**src/rtl/split_word_pkg.sv**
```systemverilog
package split_word_pkg;

   typedef enum logic [1:0] {
      PW_LD_LEFT  = 2'b00,
      PW_LD_RIGHT = 2'b01,
      PW_ST_LEFT  = 2'b10,
      PW_ST_RIGHT = 2'b11
   } pw_kind_e;

   typedef enum logic [1:0] {
      PW_IDLE,
      PW_READ,
      PW_WAIT,
      PW_WRITE
   } pw_state_e;

   function automatic logic pw_is_store(pw_kind_e k);
      return (k == PW_ST_LEFT) || (k == PW_ST_RIGHT);
   endfunction

endpackage

```
**src/rtl/split_word_lanes.sv**
```systemverilog
module split_word_lanes
   import split_word_pkg::*;
#(
   parameter int DATA_W = 32
) (
   input  pw_kind_e                         kind_i,
   input  logic [$clog2(DATA_W/8)-1:0]      off_i,
   input  logic [DATA_W-1:0]                reg_i,
   input  logic [DATA_W-1:0]                mem_i,
   output logic [DATA_W-1:0]                merged_o
);

   localparam int LANES = DATA_W / 8;
   localparam int OFF_W = $clog2(LANES);

   if ((DATA_W % 8) != 0 || LANES < 2 || (LANES & (LANES - 1)) != 0) begin : g_bad_width
      $error("split_word_lanes: DATA_W must be a power-of-two count of bytes");
   end

   // rev is the lane count above the offset: the shift for the "left" kinds
   logic [OFF_W-1:0]  rev;
   logic [DATA_W-1:0] ll_w, lr_w, sl_w, sr_w;

   assign rev  = OFF_W'(LANES - 1) - off_i;
   assign ll_w = mem_i << {rev,   3'b000};
   assign lr_w = mem_i >> {off_i, 3'b000};
   assign sl_w = reg_i >> {rev,   3'b000};
   assign sr_w = reg_i << {off_i, 3'b000};

   for (genvar j = 0; j < LANES; j++) begin : g_lane
      localparam logic [OFF_W-1:0] JL = OFF_W'(j);
      logic [7:0] lane_v;

      always_comb begin
         unique case (kind_i)
            PW_LD_LEFT:  lane_v = (JL >= rev)   ? ll_w[j*8 +: 8] : reg_i[j*8 +: 8];
            PW_LD_RIGHT: lane_v = (JL <= rev)   ? lr_w[j*8 +: 8] : reg_i[j*8 +: 8];
            PW_ST_LEFT:  lane_v = (JL <= off_i) ? sl_w[j*8 +: 8] : mem_i[j*8 +: 8];
            PW_ST_RIGHT: lane_v = (JL >= off_i) ? sr_w[j*8 +: 8] : mem_i[j*8 +: 8];
            default:     lane_v = reg_i[j*8 +: 8];
         endcase
      end

      assign merged_o[j*8 +: 8] = lane_v;
   end

endmodule

```
**src/rtl/split_word_ctrl.sv**
```systemverilog
module split_word_ctrl
   import split_word_pkg::*;
#(
   parameter int ADDR_W = 32,
   parameter int DATA_W = 32
) (
   input  logic                          clk,
   input  logic                          rst_n,
   input  logic                          start_i,
   input  pw_kind_e                      kind_i,
   input  logic [ADDR_W-1:0]             addr_i,
   input  logic [DATA_W-1:0]             regv_i,
   input  logic                          mem_ready_i,
   input  logic                          mem_rvalid_i,
   input  logic [DATA_W-1:0]             merged_i,
   output pw_kind_e                      kind_o,
   output logic [$clog2(DATA_W/8)-1:0]   off_o,
   output logic [DATA_W-1:0]             regv_o,
   output logic                          mem_req_o,
   output logic                          mem_we_o,
   output logic [ADDR_W-1:0]             mem_addr_o,
   output logic [DATA_W-1:0]             mem_wdata_o,
   output logic [DATA_W-1:0]             result_o,
   output logic                          done_o
);

   localparam int OFF_W = $clog2(DATA_W / 8);

   pw_state_e         state_q;
   pw_kind_e          kind_q;
   logic [OFF_W-1:0]  off_q;
   logic [ADDR_W-1:0] addr_q;
   logic [DATA_W-1:0] regv_q, wdata_q, result_q;
   logic              done_q;

   always_ff @(posedge clk or negedge rst_n) begin
      if (!rst_n) begin
         state_q  <= PW_IDLE;
         kind_q   <= PW_LD_LEFT;
         off_q    <= '0;
         addr_q   <= '0;
         regv_q   <= '0;
         wdata_q  <= '0;
         result_q <= '0;
         done_q   <= 1'b0;
      end else begin
         done_q <= 1'b0;
         unique case (state_q)
            PW_IDLE: if (start_i) begin
               kind_q  <= kind_i;
               off_q   <= addr_i[OFF_W-1:0];
               addr_q  <= {addr_i[ADDR_W-1:OFF_W], {OFF_W{1'b0}}};
               regv_q  <= regv_i;
               state_q <= PW_READ;
            end
            PW_READ: if (mem_ready_i) state_q <= PW_WAIT;
            PW_WAIT: if (mem_rvalid_i) begin
               if (pw_is_store(kind_q)) begin
                  wdata_q <= merged_i;
                  state_q <= PW_WRITE;
               end else begin
                  result_q <= merged_i;
                  done_q   <= 1'b1;
                  state_q  <= PW_IDLE;
               end
            end
            PW_WRITE: if (mem_ready_i) begin
               done_q  <= 1'b1;
               state_q <= PW_IDLE;
            end
            default: state_q <= PW_IDLE;
         endcase
      end
   end

   assign kind_o      = kind_q;
   assign off_o       = off_q;
   assign regv_o      = regv_q;
   assign mem_req_o   = (state_q == PW_READ) || (state_q == PW_WRITE);
   assign mem_we_o    = (state_q == PW_WRITE);
   assign mem_addr_o  = addr_q;
   assign mem_wdata_o = wdata_q;
   assign result_o    = result_q;
   assign done_o      = done_q;

endmodule

```
**src/rtl/split_word_unit.sv**
```systemverilog
module split_word_unit
   import split_word_pkg::*;
#(
   parameter int ADDR_W = 32,
   parameter int DATA_W = 32,
   parameter bit FWD_EN = 1'b1
) (
   input  logic              clk,
   input  logic              rst_n,
   input  logic              start_i,
   input  logic [1:0]        kind_i,
   input  logic [ADDR_W-1:0] addr_i,
   input  logic [DATA_W-1:0] reg_i,
   input  logic              fwd_valid_i,
   input  logic [DATA_W-1:0] fwd_data_i,
   output logic              mem_req_o,
   output logic              mem_we_o,
   output logic [ADDR_W-1:0] mem_addr_o,
   output logic [DATA_W-1:0] mem_wdata_o,
   input  logic              mem_ready_i,
   input  logic              mem_rvalid_i,
   input  logic [DATA_W-1:0] mem_rdata_i,
   output logic [DATA_W-1:0] result_o,
   output logic              done_o
);

   localparam int OFF_W = $clog2(DATA_W / 8);

   if (ADDR_W <= OFF_W) begin : g_bad_addr
      $error("split_word_unit: ADDR_W too narrow for the byte offset");
   end

   logic [DATA_W-1:0] regv_sel;
   pw_kind_e          kind_q;
   logic [OFF_W-1:0]  off_q;
   logic [DATA_W-1:0] regv_q, merged;

   if (FWD_EN) begin : g_fwd
      assign regv_sel = fwd_valid_i ? fwd_data_i : reg_i;
   end else begin : g_nofwd
      logic unused_fwd;
      assign unused_fwd = fwd_valid_i ^ (^fwd_data_i);
      assign regv_sel   = reg_i;
   end

   split_word_ctrl #(.ADDR_W(ADDR_W), .DATA_W(DATA_W)) u_ctrl (
      .clk          (clk),
      .rst_n        (rst_n),
      .start_i      (start_i),
      .kind_i       (pw_kind_e'(kind_i)),
      .addr_i       (addr_i),
      .regv_i       (regv_sel),
      .mem_ready_i  (mem_ready_i),
      .mem_rvalid_i (mem_rvalid_i),
      .merged_i     (merged),
      .kind_o       (kind_q),
      .off_o        (off_q),
      .regv_o       (regv_q),
      .mem_req_o    (mem_req_o),
      .mem_we_o     (mem_we_o),
      .mem_addr_o   (mem_addr_o),
      .mem_wdata_o  (mem_wdata_o),
      .result_o     (result_o),
      .done_o       (done_o)
   );

   split_word_lanes #(.DATA_W(DATA_W)) u_lanes (
      .kind_i   (kind_q),
      .off_i    (off_q),
      .reg_i    (regv_q),
      .mem_i    (mem_rdata_i),
      .merged_o (merged)
   );

endmodule

```
**config.mk**
```make
export PLATFORM = sky130hd
export DESIGN_NAME = split_word_unit
export DESIGN_NICKNAME = d
export VERILOG_FILES = /design/src/rtl/split_word_pkg.sv /design/src/rtl/split_word_lanes.sv /design/src/rtl/split_word_ctrl.sv /design/src/rtl/split_word_unit.sv
export SDC_FILE = /design/constraint.sdc
export NUM_CORES = 1
export LEC_CHECK = 0
export BUFFER_PORTS_ARGS = -buffer_cell sky130_fd_sc_hd__buf_2
export CAP_MARGIN = 30
export CORE_AREA = 4 4 129 131
export CTS_BUF_LIST = sky130_fd_sc_hd__clkbuf_16
export DETAILED_ROUTE_END_ITERATION = 16
export DIE_AREA = 0 0 133 135
export GPL_ROUTABILITY_DRIVEN = 0
export PLACE_DENSITY = 0.9
export SLEW_MARGIN = 20
export SYNTH_ARGS = -nofsm -noshare
export SYNTH_HDL_FRONTEND = slang
export SYNTH_SLANG_ARGS = --single-unit
```
**constraint.sdc**
```tcl
create_clock -name clk -period 3.3 [get_ports clk]
set_input_delay 0.66 -clock clk [delete_from_list [all_inputs] [get_ports clk]]
set_output_delay 0.66 -clock clk [all_outputs]
set_load 0.02 [all_outputs]
```
==> results of run 1 <==
-- final cells by class --
type                    instances  area share [%]
clock buffers                  17            4.22
multi-input cells             650            44.8
inverters                       3           0.112
diodes                          1          0.0248
clock inverters                15            1.69
well taps                     216            2.68
repair buffers                254            13.4
flip-flops and latches        133            33.1
-- power breakdown --
group	internal (mW)	leakage (nW)	switching (mW)
Clock	1.13	0.289	0.770
Sequential	2.42	1.58	1.11
Combinational	2.42	2.83	3.49
-- kinds of logic after synthesis --
kind of cell           after synthesis  synth area share [%]
AO/OA/AOI/OAI                      262                  20.1
flip-flops                         133                  40.0
other                                1                0.0450
multiplexers                       164                  22.1
AND/OR/NAND/NOR                    221                  11.7
buffers and inverters               81                  5.90
XOR/XNOR                             1                 0.105
-- sequential cells by signal, summed over array words and instances (netlist names) --
register / cells
u_ctrl.mem_wdata_o: 32
u_ctrl.regv_o: 32
u_ctrl.result_o: 32
u_ctrl.mem_addr_o: 30
u_ctrl.kind_o: 2
u_ctrl.off_o: 2
u_ctrl.state_q: 2
u_ctrl.done_o: 1
-- layout by cell type, fill, tap and decap left out, types with 17 or more instances in the layout --
cell and count:
clkbuf_16 17, a21oi_1 66, mux2i_1 99, buf_2 231
buf_4 20, o21ai_0 68, mux2_2 53, dfrtp_1 131
nor2_1 73, nand2_1 88
-- worst min-delay path by stage --
stage | start | to | slack [ps] | depth (start not counted)
final | rst_n | u_ctrl.result_o[15]$_DFFE_PN0P_ | 280 | 1
after global routing | rst_n | u_ctrl.mem_wdata_o[12]$_DFFE_PN0P_ | 360 | 1
after CTS | rst_n | u_ctrl.result_o[7]$_DFFE_PN0P_ | 330 | 1
after detailed placement | u_ctrl.mem_wdata_o[7]$_DFFE_PN0P_ | u_ctrl.mem_wdata_o[7]$_DFFE_PN0P_ | 450 | 2
after global placement | u_ctrl.mem_wdata_o[7]$_DFFE_PN0P_ | u_ctrl.mem_wdata_o[7]$_DFFE_PN0P_ | 450 | 2
after floorplan | rst_n | u_ctrl.done_o$_DFF_PN0_ | 360 | 0
-- layer usage --
layer	vias up	track usage (%)	part of all wire, %
met5	-	0	0.10
met2	593	43.1	44
met3	122	8.23	13
met4	4	13.7	4.0
li1	3584	-	-
met1	3660	39.4	38
-- critical path, stage by stage (launching register included) --
cell and delay [ps]:
dfrtp_4 1040, mux2i_1 430, o22ai_1 130, a211o_1 280, a221oi_1 460, o21ai_1 140
-- through the flow --
stage | total power [mW] | instance area [um^2] | worst slack, ps | utilization [%]
floorplan | 7.54 | 8330 | 1450 | -
global placement | 9.02 | 9470 | 820 | 60.7
detailed placement | 9.24 | 9490 | 768 | 60.8
CTS | 11.2 | 10100 | 773 | 64.6
global route | 11.9 | 10100 | 605 | 64.6
finish | 11.3 | 10100 | 680 | 64.6
==> flow_metrics.tcl, run 1 <==
set metrics [dict create \
    nFillCells 1350 \
    critical_path.endpoint_type "flop" \
    min_path_type "in2async" \
    yosys.area.top_type_share_pct 40.0 \
    dpl.cell_count 1256 \
    io_buffers 232 \
    synth.most_common_cell "dfrtp_1" \
    cp-start-kind "flop" \
    dr.pass1.iters 7 \
    fmax_mhz 382 \
    htreeDepth 4 \
    status "finished clean" \
    hold_violations 0 \
    fp-row-count 46 \
    synth_area_leaders "dfrtp_1, mux2i_1, mux2_2" \
    crit_end "u_ctrl.mem_wdata_o[30]$_DFFE_PN0P_" \
    io_pins 235 \
    slew_viol_final 0 \
    vias_per_cell 6.18 \
    period_share_pct 79.4 \
    maxSlewHeadroom_pct 37.2 \
    clock_skew_ps 7.96 \
    final_cells 1289 \
    die_h_um 135 \
    setup_viol 0 \
    synth.distinct_cells 63 \
    die_w_um 133 \
    cts_resized 0 \
    p_leak_nw 4.70 \
    synth_area_leader_cell "dfrtp_1" \
    clkLatencyLatePin_ps 430 \
    yosys_most_used_dff "dfrtp_1" \
    regToRegEndpoint "u_ctrl.mem_wdata_o[30]$_DFFE_PN0P_" \
    period_minus_slack_ps 2620 \
    reg2reg_depth 5 \
    grt_overflow 0 \
    fin_nets 1195 \
    seq_area_um2 3340 \
    syn_to_final_growth_pct 21.1 \
    cts_tree "done" \
    yosysWarnings 0 \
    netlist_area_um2 8330 \
    dieArea_um2 18000 \
    clockBufferDepth 2 \
    drtAntennaViolNets 0 \
    num_vias 7963 \
    crit_arrival_ps 2920 \
    worstSetupPathType "reg2reg" \
    core_um2 15600 \
    grt_pass1_vias 7758 \
    ys_ff_latch 133 \
    clock-sinks 133 \
    wl_per_cell_um 20.5 \
    multiInputGateArea_um2 4520 \
    drive_gt1_share_pct 33.9 \
    wirelength_mm 26.4 \
    critical_path.startpoint "u_ctrl.off_o[1]$_DFFE_PN0P_" \
    cp.required_ps 3600 \
    synth-seq-area-share_pct 40.0 \
    reg2reg_slack_ps 680 \
    cap_violations 0 \
    syn_inst 863 \
    grtUsageTotal_pct 29.0 \
    critPathMaxFanout 81 \
    cts_setup_buffers 0 \
    drt_iter0_markers 1120 \
    holdWs_ps 281 \
    place_hpwl_mm 19.1 \
    tightestPinTransition_ps 942 \
    postCtsHoldBufs 0 \
    cts_buffers 17 \
    power-per-cell-area_nw_per_um2 1120 \
    synth_edf_count 0 \
    synth_top_cells_by_count "dfrtp_1, mux2i_1, nand2_1" \
    grt_pass1_wl_mm 41.3 \
    tns_ps 0 \
    start_util_pct 53.4 \
    ys_async_sr_fraction_pct 100 \
    drc 0 \
    grt_max_degree 89 \
    antenna_found_initial 3 \
    path_clk_slew_ps 60 \
    rsz0062_at_grt "false" \
    syn_area_per_cell_um2 9.65 \
    peakVddDrop_mv 0.532 \
    r2r_start "u_ctrl.off_o[1]$_DFFE_PN0P_" \
    root_buffer "clkbuf_16" \
]
Note: power is estimated with default switching activity, not from simulation.
==> inputs of run 2 (changes only) <==
--- a/config.mk
+++ b/config.mk
@@ -5,14 +5,15 @@
 export SDC_FILE = /design/constraint.sdc
 export NUM_CORES = 1
 export LEC_CHECK = 0
+export ABC_AREA = 1
 export BUFFER_PORTS_ARGS = -buffer_cell sky130_fd_sc_hd__buf_2
 export CAP_MARGIN = 30
-export CORE_AREA = 4 4 129 131
+export CORE_AREA = 4 4 130 132
 export CTS_BUF_LIST = sky130_fd_sc_hd__clkbuf_16
 export DETAILED_ROUTE_END_ITERATION = 16
-export DIE_AREA = 0 0 133 135
+export DIE_AREA = 0 0 134 136
 export GPL_ROUTABILITY_DRIVEN = 0
-export PLACE_DENSITY = 0.9
+export PLACE_DENSITY = 0.88
 export SLEW_MARGIN = 20
 export SYNTH_ARGS = -nofsm -noshare
 export SYNTH_HDL_FRONTEND = slang
==> constraint.sdc (replaced) <==
create_clock -name clk -period 2.5 [get_ports clk]
set_input_delay 0.5 -clock clk [delete_from_list [all_inputs] [get_ports clk]]
set_output_delay 0.5 -clock clk [all_outputs]
set_load 0.02 [all_outputs]
==> flow_metrics.tcl, run 2 <==
set metrics [dict create \
    status "finished clean" \
    setup_viol 0 \
    fin_util_pct 65.3 \
    regToRegEndpoint "u_ctrl.mem_wdata_o[18]$_DFFE_PN0P_" \
    synth_area_leader_cell "dfrtp_1" \
    synth_area_leaders "dfrtp_1, nand2_1, nand3_1" \
    ys_async_sr_fraction_pct 100 \
    layout_common_cells "nand2_1, buf_2, nand3_1" \
    syn_to_final_growth_pct 24.6 \
    p_leak_nw 5.65 \
    dieArea_um2 18200 \
    num_antenna_cells 0 \
    grt_pass1_vias 8768 \
    clock-sinks 133 \
    io_pins 235 \
    postCtsHoldBufs 0 \
    critPathMaxFanout 10 \
    layout.cells.most_common "nand2_1" \
    die_h_um 136 \
    wirelength_mm 27.4 \
    rsz0062_at_grt "false" \
    cp_cell_sequence "inv_1, nand2_1, a21oi_1, nand2_1, nand2_1, nand3b_1, nand2_1, nand2_1" \
    period_share_pct 81.0 \
    drt_iter0_markers 1229 \
    peakVddDrop_mv 0.676 \
    cts_buffers 17 \
    fp-row-count 46 \
    syn_inst 1251 \
    cts_tree "done" \
    synth.distinct_cells 24 \
    drtAntennaViolNets 0 \
    slowest_delay_ps 620 \
    grt_overflow 0 \
    fmax_mhz 494 \
    syn_area_per_cell_um2 6.58 \
    grt_pass1_wl_mm 43.9 \
    io_buffers 232 \
    hold_violations 0 \
    synth_edf_count 0 \
    yosysWarnings 0 \
    yosys.area.top_type_share_pct 40.4 \
    min_path_type "in2async" \
    reg2reg_slack_ps 470 \
    synth.most_common_cell "nand2_1" \
    synth_top_cells_by_count "nand2_1, nand3_1, dfrtp_1" \
    drc 0 \
    grtUsageTotal_pct 30.3 \
    cts_resized 0 \
    crit_arrival_ps 2340 \
    r2r_start "u_ctrl.kind_o[1]$_DFFE_PN0P_" \
    wl_per_cell_um 16.4 \
    grt_max_degree 83 \
    critical_path.endpoint_type "flop" \
    clkLatencyLatePin_ps 430 \
    maxSlewHeadroom_pct 58.3 \
    slowest_stage "dfrtp_1" \
    tightestPinTransition_ps 624 \
    cap_violations 0 \
    synth-seq-area-share_pct 40.4 \
    period_minus_slack_ps 2030 \
    path_clk_slew_ps 60 \
    core_um2 15700 \
    num_vias 9308 \
    ys_ff_latch 133 \
    vias_per_cell 5.55 \
    nFillCells 1380 \
    drive_gt1_share_pct 20.9 \
    slew_viol_final 0 \
    place_hpwl_mm 19.9 \
    cp-start-kind "flop" \
    root_buffer "clkbuf_16" \
    start_util_pct 52.4 \
    netlist_area_um2 8230 \
    reg2reg_depth 8 \
    dr.pass1.iters 7 \
    crit_top_cell "nand2_1" \
    htreeDepth 4 \
    worstSetupPathType "reg2reg" \
    yosys_most_used_dff "dfrtp_1" \
    tns_ps 0 \
    cts_setup_buffers 0 \
    die_w_um 134 \
    fin_nets 1583 \
    antenna_found_initial 0 \
    clockBufferDepth 2 \
    clock_skew_ps 12.1 \
    cp.required_ps 2810 \
    power-per-cell-area_nw_per_um2 1460 \
]
## run 2: logic make-up after synthesis
group / Yosys count / share of synthesized area [%]
flops: 133 / 40.4
other cells: 1 / 0.0455
buf+inv: 176 / 8.84
compound gates: 154 / 11.0
simple gates: 787 / 39.6
## run 2: where the power goes
part	switching, mW	internal [mW]
Clock	1.06	1.70
Combinational	5.52	2.62
Sequential	0.851	3.18
## run 2: worst max-delay path: cells and delay by family, from the launching register on
family | cells | cell delay [ps]
AO/OA/AOI/OAI | 1 | 90
buffers and inverters | 1 | 140
flip-flops | 1 | 620
AND/OR/NAND/NOR | 6 | 1060
## run 2: per-stage QoR
step	total power, mW	area (um^2)	instances	setup WS (ps)	hold slack [ps]
2_1_floorplan	9.37	8240	1252	1080	204
5_1_grt	16.0	10300	1676	381	48.3
3_5_place_dp	12.0	9610	1644	597	462
6_report	14.9	10300	1676	474	27.1
4_1_cts	14.8	10300	1676	555	41.9
3_3_place_gp	11.8	9580	1642	623	461
## run 2: cell type report
| cell class | count | area (um^2) | area share, % |
|---|---|---|---|
| tap | 216 | 270 | 2.64 |
| clock inverter | 15 | 219 | 2.14 |
| clock buffer | 17 | 425 | 4.15 |
| multi-input combinational | 943 | 4180 | 40.8 |
| sequential | 133 | 3330 | 32.5 |
| timing repair buffer | 261 | 1490 | 14.5 |
| inverter | 91 | 342 | 3.33 |
## run 2: worst max-delay path by stage
stage                     depth (start not counted)                                 end  slack [ps]                    startpoint
after floorplan                                   8   u_ctrl.mem_wdata_o[2]$_DFFE_PN0P_        1080   u_ctrl.off_o[1]$_DFFE_PN0P_
after global placement                            8  u_ctrl.mem_wdata_o[18]$_DFFE_PN0P_         620  u_ctrl.kind_o[1]$_DFFE_PN0P_
after detailed placement                          8  u_ctrl.mem_wdata_o[18]$_DFFE_PN0P_         600  u_ctrl.kind_o[1]$_DFFE_PN0P_
after CTS                                         8  u_ctrl.mem_wdata_o[18]$_DFFE_PN0P_         560  u_ctrl.kind_o[1]$_DFFE_PN0P_
after global routing                              8     u_ctrl.result_o[18]$_DFFE_PN0P_         380  u_ctrl.kind_o[1]$_DFFE_PN0P_
final                                             8  u_ctrl.mem_wdata_o[18]$_DFFE_PN0P_         470  u_ctrl.kind_o[1]$_DFFE_PN0P_
## run 2: layer usage
layer,global-route usage [%],wire length [um],vias to the layer above
li1,-,-,4452
met1,39.2,10800,4156
met2,47.5,12200,612
met3,8.62,3320,88
met4,13.6,1070,0
met5,0,0,-
==> inputs of run 3 (changes only) <==
==> constraint.sdc (replaced) <==
create_clock -name clk -period 1.93 [get_ports clk]
set_input_delay 0.386 -clock clk [delete_from_list [all_inputs] [get_ports clk]]
set_output_delay 0.386 -clock clk [all_outputs]
set_load 0.02 [all_outputs]
==> flow_metrics.tcl, run 3 (synthesis gave the netlist of run 2 again) <==
set metrics [dict create \
    layout_common_cells "nand2_1, buf_2, nand3_1" \
    cap_violations 0 \
    fmax_mhz 564 \
    clock-sinks 133 \
    tns_ps 0 \
    drt_iter0_markers 1423 \
    die_h_um 136 \
    rsz0062_at_grt "false" \
    hold_violations 0 \
    crit_top_cell "nand2_1" \
    fin_nets 1593 \
    clockBufferDepth 2 \
    num_vias 9608 \
    fp-row-count 46 \
    dpl.cell_count 1653 \
    min_path_type "in2reg" \
    slowest_stage "dfrtp_1" \
    slew_viol_final 0 \
    root_buffer "clkbuf_16" \
    peakVddDrop_mv 0.965 \
    antenna_found_initial 1 \
    grt_overflow 0 \
    io_buffers 232 \
    power-per-cell-area_nw_per_um2 1870 \
    clkLatencyLatePin_ps 430 \
    fin_area_um2 10300 \
    crit_arrival_ps 2140 \
    cp-start-kind "flop" \
    maxSlewHeadroom_pct 65.0 \
    start_util_pct 52.4 \
    reg2reg_slack_ps 160 \
    cts_buffers 17 \
    total_power_mw 19.2 \
    slowest_delay_ps 610 \
    core_um2 15700 \
    cp.required_ps 2290 \
    critPathTopFamily "simple AND/OR/NAND/NOR gates" \
    grt_pass1_wl_mm 45.5 \
    setup_viol 0 \
    wirelength_mm 28.4 \
    crit_buf_inv 1 \
    place_hpwl_mm 20.4 \
    layout.cells.most_common "nand2_1" \
    place_area_um2 9680 \
    period_share_pct 91.9 \
    status "finished clean" \
    fin_util_pct 65.3 \
    final_cells 1686 \
    cp_cell_sequence "nand2_1, inv_2, nand3_1, nand2_1, o21ai_1, nand2_1, nand2_1, nand2_1" \
    dr.pass1.iters 7 \
    critical_path.endpoint_type "flop" \
    die_w_um 134 \
    p_leak_nw 5.67 \
    wl_per_cell_um 16.8 \
    dieArea_um2 18200 \
    io_pins 235 \
    drive_gt1_share_pct 21.4 \
    grt_pass1_vias 9128 \
    htreeDepth 4 \
    clock_skew_ps 11.4 \
    worstSetupPathType "reg2reg" \
    drtAntennaViolNets 0 \
    vias_per_cell 5.70 \
    tightestPinTransition_ps 524 \
    critPathMaxFanout 19 \
    grtUsageTotal_pct 31.4 \
    syn_to_final_growth_pct 24.7 \
    num_antenna_cells 0 \
    path_clk_slew_ps 60 \
    cts_setup_buffers 0 \
    drc 0 \
    period_minus_slack_ps 1770 \
    cts_tree "done" \
    grt_max_degree 65 \
]
## run 3: cell count changes in the layout (fill, tap and decap cells not counted)
| cell | delta |
|---|---|
| inv_1 | -1 |
| clkinv_1 | +1 |
| bufinv_16 | -2 |
| inv_8 | -4 |
| buf_4 | +10 |
| buf_12 | +1 |
| clkinv_2 | +3 |
| buf_8 | -2 |
| clkinv_4 | +3 |
| dlygate4sd3_1 | +1 |
## run 3: layout make-up
cell class / count / area (um^2)
repair buffers: 271 / 1560
clock inverters: 15 / 155
clock buffers: 17 / 425
fillers: 1402 / 5450
inverters: 91 / 342
flip-flops and latches: 133 / 3330
multi-input cells: 943 / 4180
well taps: 216 / 270
## run 3: metrics by stage
| stage | worst slack [ps] | hold WS (ps) |
|---|---|---|
| 2_1_floorplan | 509 | 90.4 |
| 3_3_place_gp | 282 | 373 |
| 3_5_place_dp | 231 | 378 |
| 4_1_cts | 216 | 142 |
| 5_1_grt | 24.7 | 161 |
| 6_report | 156 | 152 |
## run 3: worst reg2reg max path: cells and delay by family, from the launching register on
kind | cells | cell delay (ps)
AND/OR/NAND/NOR | 6 | 690
buffers and inverters | 1 | 360
AO/OA/AOI/OAI | 1 | 60
flip-flops | 1 | 610
## run 3: timing repair
| item | CTS | global route |
|---|---|---|
| endpoints found under the hold margin | 45 | 0 |
| hold buffers | 1 | 0 |
| resized for setup | 0 | 0 |
| setup endpoints to repair | 0 | 0 |
## run 3: per-layer routing
metal,up-vias,share of wire (%),track usage [%]
li1,4471,-,-
met3,116,13,8.07
met5,-,0.046,0
met4,2,4.6,14.9
met1,4314,38,40.5
met2,705,45,49.6
## run 3: path summary, 6_finish.rpt
kind,start,to,cells after the start
max,u_ctrl.kind_o[1]$_DFFE_PN0P_,u_ctrl.result_o[11]$_DFFE_PN0P_,8
min,addr_i[12],u_ctrl.mem_addr_o[12]$_DFFE_PN0P_,3
max reg2reg,u_ctrl.kind_o[1]$_DFFE_PN0P_,u_ctrl.result_o[11]$_DFFE_PN0P_,8
min reg2reg,u_ctrl.mem_wdata_o[17]$_DFFE_PN0P_,u_ctrl.mem_wdata_o[17]$_DFFE_PN0P_,2
max in group asynchronous,rst_n,u_ctrl.mem_addr_o[26]$_DFFE_PN0P_,3
min in group asynchronous,rst_n,u_ctrl.mem_wdata_o[19]$_DFFE_PN0P_,2
## run 3: power breakdown
group          internal (mW)  total (mW)  switching [mW]
combinational           3.47        10.8            7.32
sequential              4.12        5.22            1.10
clock                   1.91        3.21            1.30
